==> config.mk <==
export PLATFORM = sky130hd
export DESIGN_NAME = lcg_mem_tester
export DESIGN_NICKNAME = d
export VERILOG_FILES = /design/src/rtl/lcg_mem_pkg.sv /design/src/rtl/lcg_data_gen.sv /design/src/rtl/lcg_seq_ctrl.sv /design/src/rtl/lcg_err_tally.sv /design/src/rtl/lcg_mem_tester.sv
export SDC_FILE = /design/constraint.sdc
export NUM_CORES = 1
export LEC_CHECK = 0
export BUFFER_PORTS_ARGS = -buffer_cell sky130_fd_sc_hd__buf_2
export CAP_MARGIN = 10
export CORE_MARGIN = 4
export CORE_UTILIZATION = 30
export DETAILED_ROUTE_END_ITERATION = 10
export GPL_TIMING_DRIVEN = 0
export PLACE_DENSITY = 0.54
export SETUP_SLACK_MARGIN = 0.15
export SYNTH_ARGS = -nofsm -noshare
export SYNTH_HDL_FRONTEND = slang
export SYNTH_SLANG_ARGS = --single-unit
==> constraint.sdc <==
create_clock -name clk -period 10.8 [get_ports clk]
set_input_delay 2.16 -clock clk [delete_from_list [all_inputs] [get_ports clk]]
set_output_delay 2.16 -clock clk [all_outputs]
set_load 0.005 [all_outputs]
==> src/rtl/lcg_mem_pkg.sv <==
package lcg_mem_pkg;

    localparam int          WORD_W  = 32;
    localparam logic [31:0] LCG_MUL = 32'd1664525;
    localparam logic [31:0] LCG_INC = 32'd1013904223;

    typedef enum logic [1:0] {
        PH_IDLE  = 2'd0,
        PH_WRITE = 2'd1,
        PH_READ  = 2'd2,
        PH_DONE  = 2'd3
    } phase_e;

    typedef struct packed {
        logic              seen;
        logic [WORD_W-1:0] data;
    } fail_rec_t;

    function automatic logic [WORD_W-1:0] pattern_word(input logic [WORD_W-1:0] idx,
                                                       input logic              rnd);
        logic [WORD_W-1:0] prod;
        prod = idx * LCG_MUL;
        return rnd ? (prod + LCG_INC) : idx;
    endfunction

endpackage

==> src/rtl/lcg_data_gen.sv <==
module lcg_data_gen
    import lcg_mem_pkg::*;
#(
    parameter int CNT_W = 16
) (
    input  logic [CNT_W-1:0]  idx,
    input  logic              rnd,
    output logic [WORD_W-1:0] word
);
    logic [WORD_W-1:0] idx_ext;

    generate
        if (CNT_W < WORD_W) begin : g_pad
            assign idx_ext = {{(WORD_W-CNT_W){1'b0}}, idx};
        end else begin : g_cut
            assign idx_ext = idx[WORD_W-1:0];
        end
    endgenerate

    assign word = pattern_word(idx_ext, rnd);

endmodule

==> src/rtl/lcg_seq_ctrl.sv <==
module lcg_seq_ctrl
    import lcg_mem_pkg::*;
#(
    parameter int CNT_W  = 16,
    parameter int ADDR_W = 32
) (
    input  logic              clk,
    input  logic              rst,
    input  logic              start,
    input  logic [CNT_W-1:0]  n_words,
    input  logic [ADDR_W-1:0] base_addr,
    input  logic              rand_mode,
    input  logic              ack,
    output phase_e            phase,
    output logic [CNT_W-1:0]  idx,
    output logic [ADDR_W-1:0] base_q,
    output logic              rnd_q,
    output logic              clear
);
    logic [CNT_W-1:0] count_q;
    logic             accept;
    logic             last;

    assign accept = start && (phase == PH_IDLE || phase == PH_DONE);
    assign last   = (idx == count_q - 1'b1);
    assign clear  = accept;

    always_ff @(posedge clk) begin
        if (rst) begin
            phase   <= PH_IDLE;
            idx     <= '0;
            count_q <= '0;
            base_q  <= '0;
            rnd_q   <= 1'b0;
        end else begin
            unique case (phase)
                PH_IDLE, PH_DONE: begin
                    if (accept) begin
                        count_q <= n_words;
                        base_q  <= base_addr;
                        rnd_q   <= rand_mode;
                        idx     <= '0;
                        phase   <= (n_words == '0) ? PH_DONE : PH_WRITE;
                    end
                end
                PH_WRITE: begin
                    if (ack) begin
                        if (last) begin
                            idx   <= '0;
                            phase <= PH_READ;
                        end else begin
                            idx <= idx + 1'b1;
                        end
                    end
                end
                PH_READ: begin
                    if (ack) begin
                        if (last) phase <= PH_DONE;
                        else      idx   <= idx + 1'b1;
                    end
                end
                default: phase <= PH_IDLE;
            endcase
        end
    end


    read_order_chk: assert property (@(posedge clk) disable iff (rst)
        (phase == PH_READ) |=> (phase == PH_READ || phase == PH_DONE));


    busy_latch_chk: assert property (@(posedge clk) disable iff (rst)
        (phase == PH_WRITE || phase == PH_READ) |=>
            ($stable(base_q) && $stable(count_q) && $stable(rnd_q)));


    zero_len_chk: assert property (@(posedge clk) disable iff (rst)
        (accept && n_words == '0) |=> (phase == PH_DONE));

endmodule

==> src/rtl/lcg_err_tally.sv <==
module lcg_err_tally
    import lcg_mem_pkg::*;
#(
    parameter int CNT_W  = 16,
    parameter int ERR_W  = 16,
    parameter bit DBG_EN = 1'b1
) (
    input  logic              clk,
    input  logic              rst,
    input  logic              clear,
    input  logic              strobe,
    input  logic              mismatch,
    input  logic [CNT_W-1:0]  idx,
    input  logic [WORD_W-1:0] rdata,
    output logic [ERR_W-1:0]  err_count,
    output logic              fail_seen,
    output logic [CNT_W-1:0]  fail_index,
    output logic [WORD_W-1:0] fail_data
);
    localparam logic [ERR_W-1:0] ERR_MAX = {ERR_W{1'b1}};

    always_ff @(posedge clk) begin
        if (rst || clear)
            err_count <= '0;
        else if (strobe && mismatch && err_count != ERR_MAX)
            err_count <= err_count + 1'b1;
    end

    generate
        if (DBG_EN) begin : g_dbg
            fail_rec_t        rec;
            logic [CNT_W-1:0] rec_idx;

            always_ff @(posedge clk) begin
                if (rst || clear) begin
                    rec     <= '0;
                    rec_idx <= '0;
                end else if (strobe && mismatch && !rec.seen) begin
                    rec.seen <= 1'b1;
                    rec.data <= rdata;
                    rec_idx  <= idx;
                end
            end

            assign fail_seen  = rec.seen;
            assign fail_data  = rec.data;
            assign fail_index = rec_idx;


            first_hold_chk: assert property (@(posedge clk) disable iff (rst)
                (fail_seen && !clear) |=>
                    (fail_seen && $stable(fail_index) && $stable(fail_data)));
        end else begin : g_nodbg
            assign fail_seen  = 1'b0;
            assign fail_data  = '0;
            assign fail_index = '0;
        end
    endgenerate


    sat_hold_chk: assert property (@(posedge clk) disable iff (rst)
        (err_count == ERR_MAX && !clear) |=> (err_count == ERR_MAX));


    err_step_chk: assert property (@(posedge clk) disable iff (rst)
        !clear |=> (err_count == $past(err_count) || err_count == $past(err_count) + 1'b1));

endmodule

==> src/rtl/lcg_mem_tester.sv <==
module lcg_mem_tester
    import lcg_mem_pkg::*;
#(
    parameter int ADDR_W = 32,
    parameter int CNT_W  = 16,
    parameter int ERR_W  = 16,
    parameter bit DBG_EN = 1'b1
) (
    input  logic              clk,
    input  logic              rst,
    input  logic              start,
    input  logic [CNT_W-1:0]  n_words,
    input  logic [ADDR_W-1:0] base_addr,
    input  logic              rand_mode,
    output logic              mem_req,
    output logic              mem_we,
    output logic [ADDR_W-1:0] mem_addr,
    output logic [31:0]       mem_wdata,
    input  logic              mem_ack,
    input  logic [31:0]       mem_rdata,
    output logic              busy,
    output logic              done,
    output logic [ERR_W-1:0]  err_count,
    output logic              fail_seen,
    output logic [CNT_W-1:0]  fail_index,
    output logic [31:0]       fail_data
);
    phase_e            phase;
    logic [CNT_W-1:0]  idx;
    logic [ADDR_W-1:0] base_q;
    logic              rnd_q;
    logic              clear;
    logic [WORD_W-1:0] pat;
    logic              strobe;
    logic              mismatch;

    lcg_seq_ctrl #(.CNT_W(CNT_W), .ADDR_W(ADDR_W)) i_ctrl (
        .clk       (clk),
        .rst       (rst),
        .start     (start),
        .n_words   (n_words),
        .base_addr (base_addr),
        .rand_mode (rand_mode),
        .ack       (mem_ack),
        .phase     (phase),
        .idx       (idx),
        .base_q    (base_q),
        .rnd_q     (rnd_q),
        .clear     (clear)
    );

    lcg_data_gen #(.CNT_W(CNT_W)) i_gen (
        .idx  (idx),
        .rnd  (rnd_q),
        .word (pat)
    );

    assign mem_req   = (phase == PH_WRITE) || (phase == PH_READ);
    assign mem_we    = (phase == PH_WRITE);
    assign mem_addr  = base_q + ADDR_W'({idx, 2'b00});
    assign mem_wdata = pat;
    assign busy      = mem_req;
    assign done      = (phase == PH_DONE);
    assign strobe    = (phase == PH_READ) && mem_ack;
    assign mismatch  = (mem_rdata != pat);

    lcg_err_tally #(.CNT_W(CNT_W), .ERR_W(ERR_W), .DBG_EN(DBG_EN)) i_tally (
        .clk        (clk),
        .rst        (rst),
        .clear      (clear),
        .strobe     (strobe),
        .mismatch   (mismatch),
        .idx        (idx),
        .rdata      (mem_rdata),
        .err_count  (err_count),
        .fail_seen  (fail_seen),
        .fail_index (fail_index),
        .fail_data  (fail_data)
    );


    req_hold_chk: assert property (@(posedge clk) disable iff (rst)
        (mem_req && !mem_ack) |=>
            (mem_req && $stable(mem_addr) && $stable(mem_we) && $stable(mem_wdata)));


    addr_stride_chk: assert property (@(posedge clk) disable iff (rst)
        (mem_req && mem_ack && mem_we) |=>
            (!mem_we || mem_addr == $past(mem_addr) + ADDR_W'(4)));


    done_hold_chk: assert property (@(posedge clk) disable iff (rst)
        (done && !start) |=> (done && !busy && $stable(err_count)));

endmodule

======== After elaboration in Yosys (flattened, before gate mapping) ========
Index checks and enable logic that the tools add are counted.
word-level totals
  register bits ........................... 132
  input bits .............................. 85
  logic and storage cells ................. 56
cells by class
  muxes and demuxes ....................... 14
  reductions and logical operators ........ 15
  add/subtract/negate cells ............... 5
  multipliers ............................. 1
  eq/ne operators ......................... 12
operators by type and width
  operator                number
  $mux 16                 5
  $pmux 16 s3             1
  $add 16x1->16 const B   2
  $add 32x18->32          1
  $add 32x30->32 const B  1
  $mul 16x21->32 const B  1
  $mux 32                 1
  $ne 32x32->1            1
  $eq 16x16->1            1
  $logic_not 16->1        1
  $ne 16x16->1 const B    1
  $sub 16x1->16 const B   1
  $mux 2                  6
  $ne 2x1->1 const B      4
  $pmux 2 s3              1
  $logic_and 1x1->1       5
  $reduce_and 5->1        1
  $eq 2x2->1 const B      2
  $ne 2x2->1 const B      2
  $reduce_and 4->1        1
  $logic_or 1x1->1        3
  $eq 2x1->1 const B      1
  $logic_not 2->1         1
  $reduce_and 2->1        1
  other kinds (2)         2

======== Logic depth before layout (Yosys ltp) ========
Gate-level depths: netlist (run 1).
  depth in word-level cells ............... 6
  mapped depth ............................ 31
  depth with buffers taken out ............ 26

======== Modules after synthesis ========
From an unflattened synthesis (run 1), not the netlist that was laid out.
unflattened totals
  cells, all modules ...................... 1654
  area total of the unflattened synthesis .. 13655.6 um2
by module, submodules not included
  module          seq. area each (um2)  area an instance (um2)  cells each  instances
  lcg_data_gen    0.0                   5954.5                  654         1
  lcg_seq_ctrl    1341.3                3570.9                  470         1
  lcg_err_tally   1301.2                2519.9                  315         1
  lcg_mem_tester  0.0                   1610.3                  215         1

======== Worst setup path after synthesis (run 1) ========
OpenSTA, ideal clock, no wires.
  path kind ............................... reg2out
  start point ............................. register i_ctrl.idx[15]
  end point ............................... output port mem_wdata[29]
  slack ................................... 2895 ps
  arrival ................................. 5745 ps
  cell stages (with the launch flop) ...... 20
  path through ............................ dfxtp_1 > clkbuf_1 > inv_1 > fa_1 > fa_1 > fa_1 > inv_1 > fa_1 > fa_1 > inv_1 > ha_1 > clkbuf_1 > nand2_1 > o21ai_0 > o2111ai_1 > o21bai_1 > a31o_2 > o21ai_0 > xnor2_1 > and2_1
between the ends
  longest elaborated chain between the ends .. 3
RTL lines
  element                   line                  RTL
  start: declaration        lcg_seq_ctrl.sv:15    output logic [CNT_W-1:0] idx,
  start signal: assignment  lcg_seq_ctrl.sv:52    idx <= idx + 1'b1;
  start signal: assignment  lcg_seq_ctrl.sv:59    else idx <= idx + 1'b1;
  $mul 16x21->32            lcg_mem_pkg.sv:22     prod = idx * LCG_MUL;
  $add 32x30->32            lcg_mem_pkg.sv:23     return rnd ? (prod + LCG_INC) : idx;
  $mux 32                   lcg_mem_pkg.sv:23
  end: declaration          lcg_mem_tester.sv:18  output logic [31:0] mem_wdata,
No other way between the ends.

======== Worst setup path after layout (run 1) ========
  start point ............................. register i_ctrl.idx[15]
  end point ............................... output port mem_wdata[31]
The elaborated chain is that of the path after synthesis.

==> results of run 1 <==
power breakdown:
part           leakage [uW]  internal [uW]  switching, uW
combinational       0.00669            314            529
sequential          0.00107            539           47.0
clock              0.000317            413            252
state kept, by name (all words and copies together), names as in the netlist:
| register | cells |
|---|---|
| i_ctrl.rnd_q | 1 |
| i_tally.err_count | 16 |
| i_ctrl.count_q | 16 |
| i_tally.fail_seen | 1 |
| i_ctrl.phase | 2 |
| i_ctrl.idx | 16 |
| i_ctrl.base_q | 32 |
| i_tally.fail_data | 32 |
| i_tally.fail_index | 16 |
through the flow:
stage | hold WS, ns | area, um2 | setup slack [ns]
after global placement | 0.4461 | 15900 | 0.8576
after floorplan | 0.4367 | 14060 | 2.895
after CTS | 0.4627 | 16560 | 0.2938
after detailed placement | 0.4540 | 15900 | 0.7738
after global routing | 0.4779 | 16560 | 0.3032
final | 0.4600 | 16560 | 0.6601
critical path: stages, from the launching register on:
cell and delay, ns:
dfxtp_1 0.62, clkbuf_2 0.47, inv_1 0.31, ha_1 0.44
xnor2_1 0.31, fa_1 0.51, fa_1 0.55, inv_1 0.05
fa_1 0.52, fa_1 0.55, inv_1 0.05, ha_1 0.29
clkbuf_1 0.39, nand3_1 0.31, nor2_1 0.23, o2111ai_1 0.14
o21bai_1 0.60, a31o_2 0.30, a221oi_2 0.07, xnor2_1 0.49
nor2_1 0.15, buf_2 0.17
kinds of logic (layout without fill, tap and decap cells):
logic type / Yosys count / in the layout / share of synthesized area [%]
XOR/XNOR: 96 / 96 / 5.978
flip-flops: 132 / 132 / 18.79
multiplexers: 67 / 67 / 4.911
buffers and inverters: 282 / 529 / 8.158
AND/OR/NAND/NOR: 525 / 525 / 17.77
AO/OA/AOI/OAI: 343 / 343 / 15.43
adder cells (fa/ha/maj): 265 / 265 / 28.97
how the worst min path moves through the flow:
stage,startpoint,to,depth (start not counted)
floorplan,i_ctrl.base_q[0]$_SDFFE_PP0P_,i_ctrl.base_q[0]$_SDFFE_PP0P_,2
global route,i_ctrl.base_q[13]$_SDFFE_PP0P_,i_ctrl.base_q[13]$_SDFFE_PP0P_,2
CTS,i_ctrl.base_q[2]$_SDFFE_PP0P_,i_ctrl.base_q[2]$_SDFFE_PP0P_,2
finish,i_ctrl.base_q[2]$_SDFFE_PP0P_,i_ctrl.base_q[2]$_SDFFE_PP0P_,2
global placement,i_ctrl.base_q[1]$_SDFFE_PP0P_,i_ctrl.base_q[1]$_SDFFE_PP0P_,2
detailed placement,i_ctrl.base_q[12]$_SDFFE_PP0P_,i_ctrl.base_q[12]$_SDFFE_PP0P_,2
area by class of cell:
class	instances	share of cell area (%)
plain buffers	79	2.335
clock buffers	18	2.592
clock inverters	14	1.368
inverters	203	4.602
multi-input cells	1296	62.06
flip-flops and latches	132	15.96
well taps	607	4.587
repair buffers	215	6.499
metal layers:
layer	GRT usage (%)	up-vias	wire, um
met5	0	-	13
met4	4.822	2	972
met3	3.485	62	3209
met2	33.26	431	23930
met1	26.54	6331	23030
li1	-	6327	-
cell usage in the layout (no fill, tap or decap), drive strengths merged, types with 8 or more instances in the layout:
master and n:
buf 239, o21ai 69, a21oi 132, xor2 35
nand2 172, nand4 19, nor3 32, and2 11
clkbuf 73, a211oi 9, inv 205, dfxtp 132
o21a 11, and3 16, nand3 35, fa 101
a31oi 11, o31ai 14, a21o 8, nor4 22
ha 164, or4 8, o211ai 10, nand2b 10
xnor2 61, or2 13, or3 11, nand3b 14
nor2 137, mux2i 60, a21boi 12
==> run_results.csv, run 1 <==
group,metric,value,unit
setup_path,critPathLaunch,"i_ctrl.idx[15]$_SDFFE_PP0P_",
placement,globalplace.congestion,0.9671,
setup_path,endpoint,"mem_wdata[31]",
clock_tree,cts_setup_buffers,0,
floorplanning,io-pin-count,218,
synth,synthesis.nets,2060,
sta,rsz0062_at_grt,"no",
global_route,grt_usage,19.78,%
cells_and_area,syn2layout_area_growth,17.72,%
sta,max_slew_margin,21.42,%
synth,yosysTopAreaCell,"dfxtp_1",
clock_tree,cts_resized,0,
setup_path,endpoint_kind,"output port",
cells_and_area,nets,2294,
clock_tree,numCtsBuffers,17,
clock_tree,cts-root-buf,"clkbuf_16",
setup_path,arrival,7.98,ns
drt,routed_via_density,5.130,
setup_path,cp-start-kind,"flop",
drt,vias,13150,
clock_tree,clk_pin_slew,0.06,ns
drt,ant_nets,0,
cells_and_area,finalNonFillerCells,2564,
floorplanning,initial_utilization,30.27,%
synth,synth_top_area_share,18.79,%
clock_tree,cts_sinks,132,
global_route,antenna_found_initial,1,
placement,dp_cells,2532,
placement,numPortBuffers,215,
synth,synth_cell_types,78,
floorplanning,num_rows,79,
run_status,status,"complete, no violations",
clock_tree,cts_buffer_depth,2,
setup_path,r2r_slack,1.81,ns
drt,drtIter0Drc,862,
sta,skew,0.01003,ns
clock_tree,clk_latency,0.45,ns
setup_path,path_class,"flop to output port",
cells_and_area,drive_gt1_share,15.28,%
clock_tree,ctsHoldBuffers,0,
drt,drtPass1Iterations,5,
sta,tns,0,ns
synth,ys_async_sr_fraction,0,%
clock_tree,h-tree-depth,4,
global_route,grt_max_degree,18,
cells_and_area,seq_area,2643,um2
sta,hold_viol_final,0,
global_route,grt_remaining_overflow,0,
synth,synth-main-ff-cell,"dfxtp_1",
synth,syn_area,14060,um2
setup_path,r2r_cells,29,
setup_path,path_max_fanout,10,
setup_path,reg2reg_from,"i_ctrl.idx[15]$_SDFFE_PP0P_",
global_route,grt_pass1_wl,78110,um
synth,synth.most_common_cell,"inv_1",
sta,post-route-period-util,93.89,%
synth,syn_inst,1710,
sta,fmax,98.62,MHz
cells_and_area,antenna_cells,0,
cells_and_area,final_util,35.64,%
sta,slew_viol_final,0,
synth,avgSynthCellArea,8.225,um2
cells_and_area,fill_cells,4941,
synth,synth_area_leaders,"dfxtp_1 19%, ha_1 15%, fa_1 14%, inv_1 5.4%, a21oi_1 4.7%",
setup_path,r2r-end,"i_tally.fail_data[27]$_SDFFE_PP0P_",
clock_tree,cts_tree,"built",
sta,worst_pin_slew,1.177,ns
sta,setup_viol,0,
placement,dpl.hpwl,41590,um
setup_path,crit_required,8.64,ns
drt,route.detailed.drc,0,
synth,synth_common_cells,"202 x inv_1, 172 x nand2_1, 164 x ha_1, 137 x nor2_1",
flow_run,cap_violations,0,
min_path,hold_class,"flop to flop",
floorplanning,coreArea,46460,um2
cells_and_area,multi_input_area,10270,um2
drt,wirelength,51150,um
pwr,power_density,126.5,nW/um2
pwr,p_leak,0.008079,uW
floorplanning,die-width,224.5,um
floorplanning,fp.dieH,224.5,um
drt,wl_per_cell,19.95,um
sta,period_minus_slack,10.14,ns
synth,ys_ff_latch,132,
synth,yosysSeqAreaShare,18.79,%
synth,yosysWarnings,0,
global_route,grt_pass1_vias,13190,
synth,synth_edf_count,0,
pwr,vdd_drop_max,0.00009546,V
floorplanning,die_area,50410,um2
pwr,total_power,2094,uW
Power figures use the tool's default switching activity.
==> run 2: changes to the inputs <==
--- a/config.mk
+++ b/config.mk
@@ -11,7 +11,7 @@
 export CORE_UTILIZATION = 30
 export DETAILED_ROUTE_END_ITERATION = 10
 export GPL_TIMING_DRIVEN = 0
-export PLACE_DENSITY = 0.54
+export PLACE_DENSITY = 0.53
 export SETUP_SLACK_MARGIN = 0.15
 export SYNTH_ARGS = -nofsm -noshare
 export SYNTH_HDL_FRONTEND = slang
==> run 2 against run 1 <==
Effect of this change: fmax is essentially flat; sequential cell count stayed put; critical path type unchanged; via count increased by 0.57%; routed wire length rose by 1.7%; sequential share of layout area about the same; utilization is essentially flat; final cell count stayed put; critical path depth down 1; non-clock buffer count up 1; clock power is 5.3% lower; clock-buffer cell count grew 1.
==> run_results.csv, run 2 (synthesis gave the netlist of run 1 again) <==
group,metric,value,unit
run_status,status,"complete, no violations",
setup_path,crit_required,8.64,ns
setup_path,reg2reg_from,"i_ctrl.idx[14]$_SDFFE_PP0P_",
placement,pre_cts_slack,0.7512,ns
setup_path,worst-path-buf-inv,5,
sta,skew,0.01184,ns
drt,drtIter0Drc,865,
placement,dp_cells,2533,
sta,slew_viol_final,0,
sta,max_slew_margin,28.77,%
cells_and_area,multi_input_area,10270,um2
setup_path,r2r_slack,1.83,ns
clock_tree,cts_sinks,132,
floorplanning,die_area,50410,um2
setup_path,slowest_stage,"dfxtp_1",
clock_tree,cts_buffer_depth,2,
clock_tree,h-tree-depth,4,
drt,wirelength,52010,um
clock_tree,clk_latency,0.44,ns
global_route,grt_usage,20.05,%
setup_path,path_max_fanout,14,
global_route,grt_pass1_wl,78260,um
cells_and_area,final_util,35.60,%
global_route,grt-busiest-layer,"met2",
flow_run,cap_violations,0,
global_route,grt_remaining_overflow,0,
cells_and_area,syn2layout_area_growth,17.58,%
sta,rsz0062_at_grt,"no",
floorplanning,initial_utilization,30.27,%
cells_and_area,nets,2295,
pwr,p_leak,0.008053,uW
setup_path,critPathTopFamily,"adder cells",
drt,vias,13230,
sta,whs,0.4589,ns
floorplanning,fp.dieH,224.5,um
floorplanning,die-width,224.5,um
setup_path,path_class,"flop to output port",
setup_path,arrival,7.99,ns
setup_path,cpPeakStageDelay,0.93,ns
min_path,min_delay_path_depth,2,
global_route,antenna_found_initial,1,
setup_path,cp-start-kind,"flop",
global_route,grt_max_degree,18,
setup_path,r2r_cells,28,
setup_path,r2r-end,"i_tally.fail_data[27]$_SDFFE_PP0P_",
cells_and_area,drive_gt1_share,15.28,%
sta,setup_viol,0,
floorplanning,num_rows,79,
placement,numPortBuffers,215,
setup_path,path_common_cell,"fa_1",
drt,ant_nets,0,
clock_tree,cts-root-buf,"clkbuf_16",
drt,route.detailed.drc,0,
min_path,holdPathEnd,"i_ctrl.base_q[1]$_SDFFE_PP0P_",
cells_and_area,fill_cells,4913,
global_route,grt_use_met2,33.32,%
clock_tree,clk_pin_slew,0.06,ns
placement,dpl.hpwl,42660,um
setup_path,path_cells,"inv_1 -> ha_1 -> xnor2_1 -> fa_1 -> fa_1 -> inv_1 -> fa_1 -> fa_1 -> inv_1 -> ha_1 -> clkbuf_1 -> nand3_1 -> nor2_1 -> o2111ai_1 -> o21bai_1 -> a31o_2 -> a221oi_2 -> xnor2_1 -> nor2_1 -> buf_2",
sta,worst_pin_slew,1.067,ns
cells_and_area,final_cell_mix,"223 x buf_2, 202 x inv_1, 172 x nand2_1",
min_path,min_from,"i_ctrl.base_q[1]$_SDFFE_PP0P_",
sta,tns,0,ns
cells_and_area,seq_area,2643,um2
clock_tree,numCtsBuffers,17,
pwr,vdd_drop_max,0.00008690,V
sta,hold_viol_final,0,
global_route,grtUsageMet1,26.44,%
sta,fmax,98.53,MHz
global_route,grt_pass1_vias,13020,
sta,setup_ws,0.6510,ns
cells_and_area,finalNonFillerCells,2564,
cells_and_area,antenna_cells,0,
placement,globalplace.congestion,0.9555,
drt,wl_per_cell,20.28,um
pwr,power_density,124.8,nW/um2
global_route,grt_util_met3,4.098,%
sta,period_minus_slack,10.15,ns
setup_path,endpoint_kind,"output port",
drt,drtPass1Iterations,5,
min_path,hold_class,"flop to flop",
sta,post-route-period-util,93.97,%
clock_tree,cts_tree,"built",
drt,routed_via_density,5.159,
floorplanning,coreArea,46460,um2
cells_and_area,layout_commonest_cell,"buf_2",
floorplanning,io-pin-count,218,
[run 2: changes by cell type in the layout (fill, tap and decap cells not counted)]
cell	change
buf_1	+1
bufinv_16	-1
clkbuf_1	-1
clkbuf_8	+2
clkinv_4	-4
clkinvlp_4	+5
inv_6	-1
inv_8	-1
[run 2: per-layer routing]
| layer | up-vias | part of all wire, % |
|---|---|---|
| met5 | - | 0.023 |
| met4 | 2 | 2.5 |
| met3 | 68 | 6.5 |
| met2 | 435 | 47 |
| met1 | 6392 | 44 |
| li1 | 6331 | - |
[run 2: cell type report]
| class | count | area share (%) |
|---|---|---|
| Sequential cell | 132 | 15.98 |
| Clock buffer | 19 | 2.739 |
| Buffer | 79 | 2.338 |
| Inverter | 203 | 4.608 |
| Timing Repair Buffer | 216 | 6.530 |
| Tap cell | 607 | 4.593 |
| Clock inverter | 12 | 1.082 |
| Multi-Input combinational cell | 1296 | 62.13 |
[run 2: what timing repair did]
item,in CTS,in global routing
setup endpoints to repair,0,2
hold buffers,0,0
hold endpoints to repair,0,0
setup buffers,0,0
gates resized for setup,0,3
[run 2: worst register-to-register path, delay by kind of cell (launching register included)]
family / cells / cell delay, ns
fa+ha+maj: 7 / 3.12
simple gates: 7 / 1.91
buf+inv: 8 / 1.40
compound gates: 4 / 0.94
flops: 1 / 0.93
xor+xnor: 1 / 0.29
mux: 1 / 0.23
[run 2: stage by stage]
step | total power [uW] | instance area, um2
global placement | 1428 | 15900
floorplan | 1144 | 14060
CTS | 2079 | 16540
detailed placement | 1440 | 15900
finish | 2063 | 16540
global route | 2194 | 16540
[run 2: worst max path at each step]
stage	from	to	slack [ns]	depth (start not counted)
after floorplan	i_ctrl.idx[15]$_SDFFE_PP0P_	mem_wdata[29]	2.90	19
after global placement	i_ctrl.idx[15]$_SDFFE_PP0P_	mem_wdata[31]	0.75	21
after detailed placement	i_ctrl.idx[15]$_SDFFE_PP0P_	mem_wdata[31]	0.75	21
after CTS	i_ctrl.idx[15]$_SDFFE_PP0P_	mem_wdata[31]	0.24	21
after global routing	i_ctrl.idx[14]$_SDFFE_PP0P_	mem_wdata[31]	0.30	20
final	i_ctrl.idx[14]$_SDFFE_PP0P_	mem_wdata[31]	0.65	20
[run 2: report_power, final]
part	switching (uW)	leakage (uW)	internal, uW	total (uW)
clock network	233	0.000290	397	630
registers	47.4	0.00107	539	587
logic	532	0.00669	315	847
total	813	0.00805	1250	2060
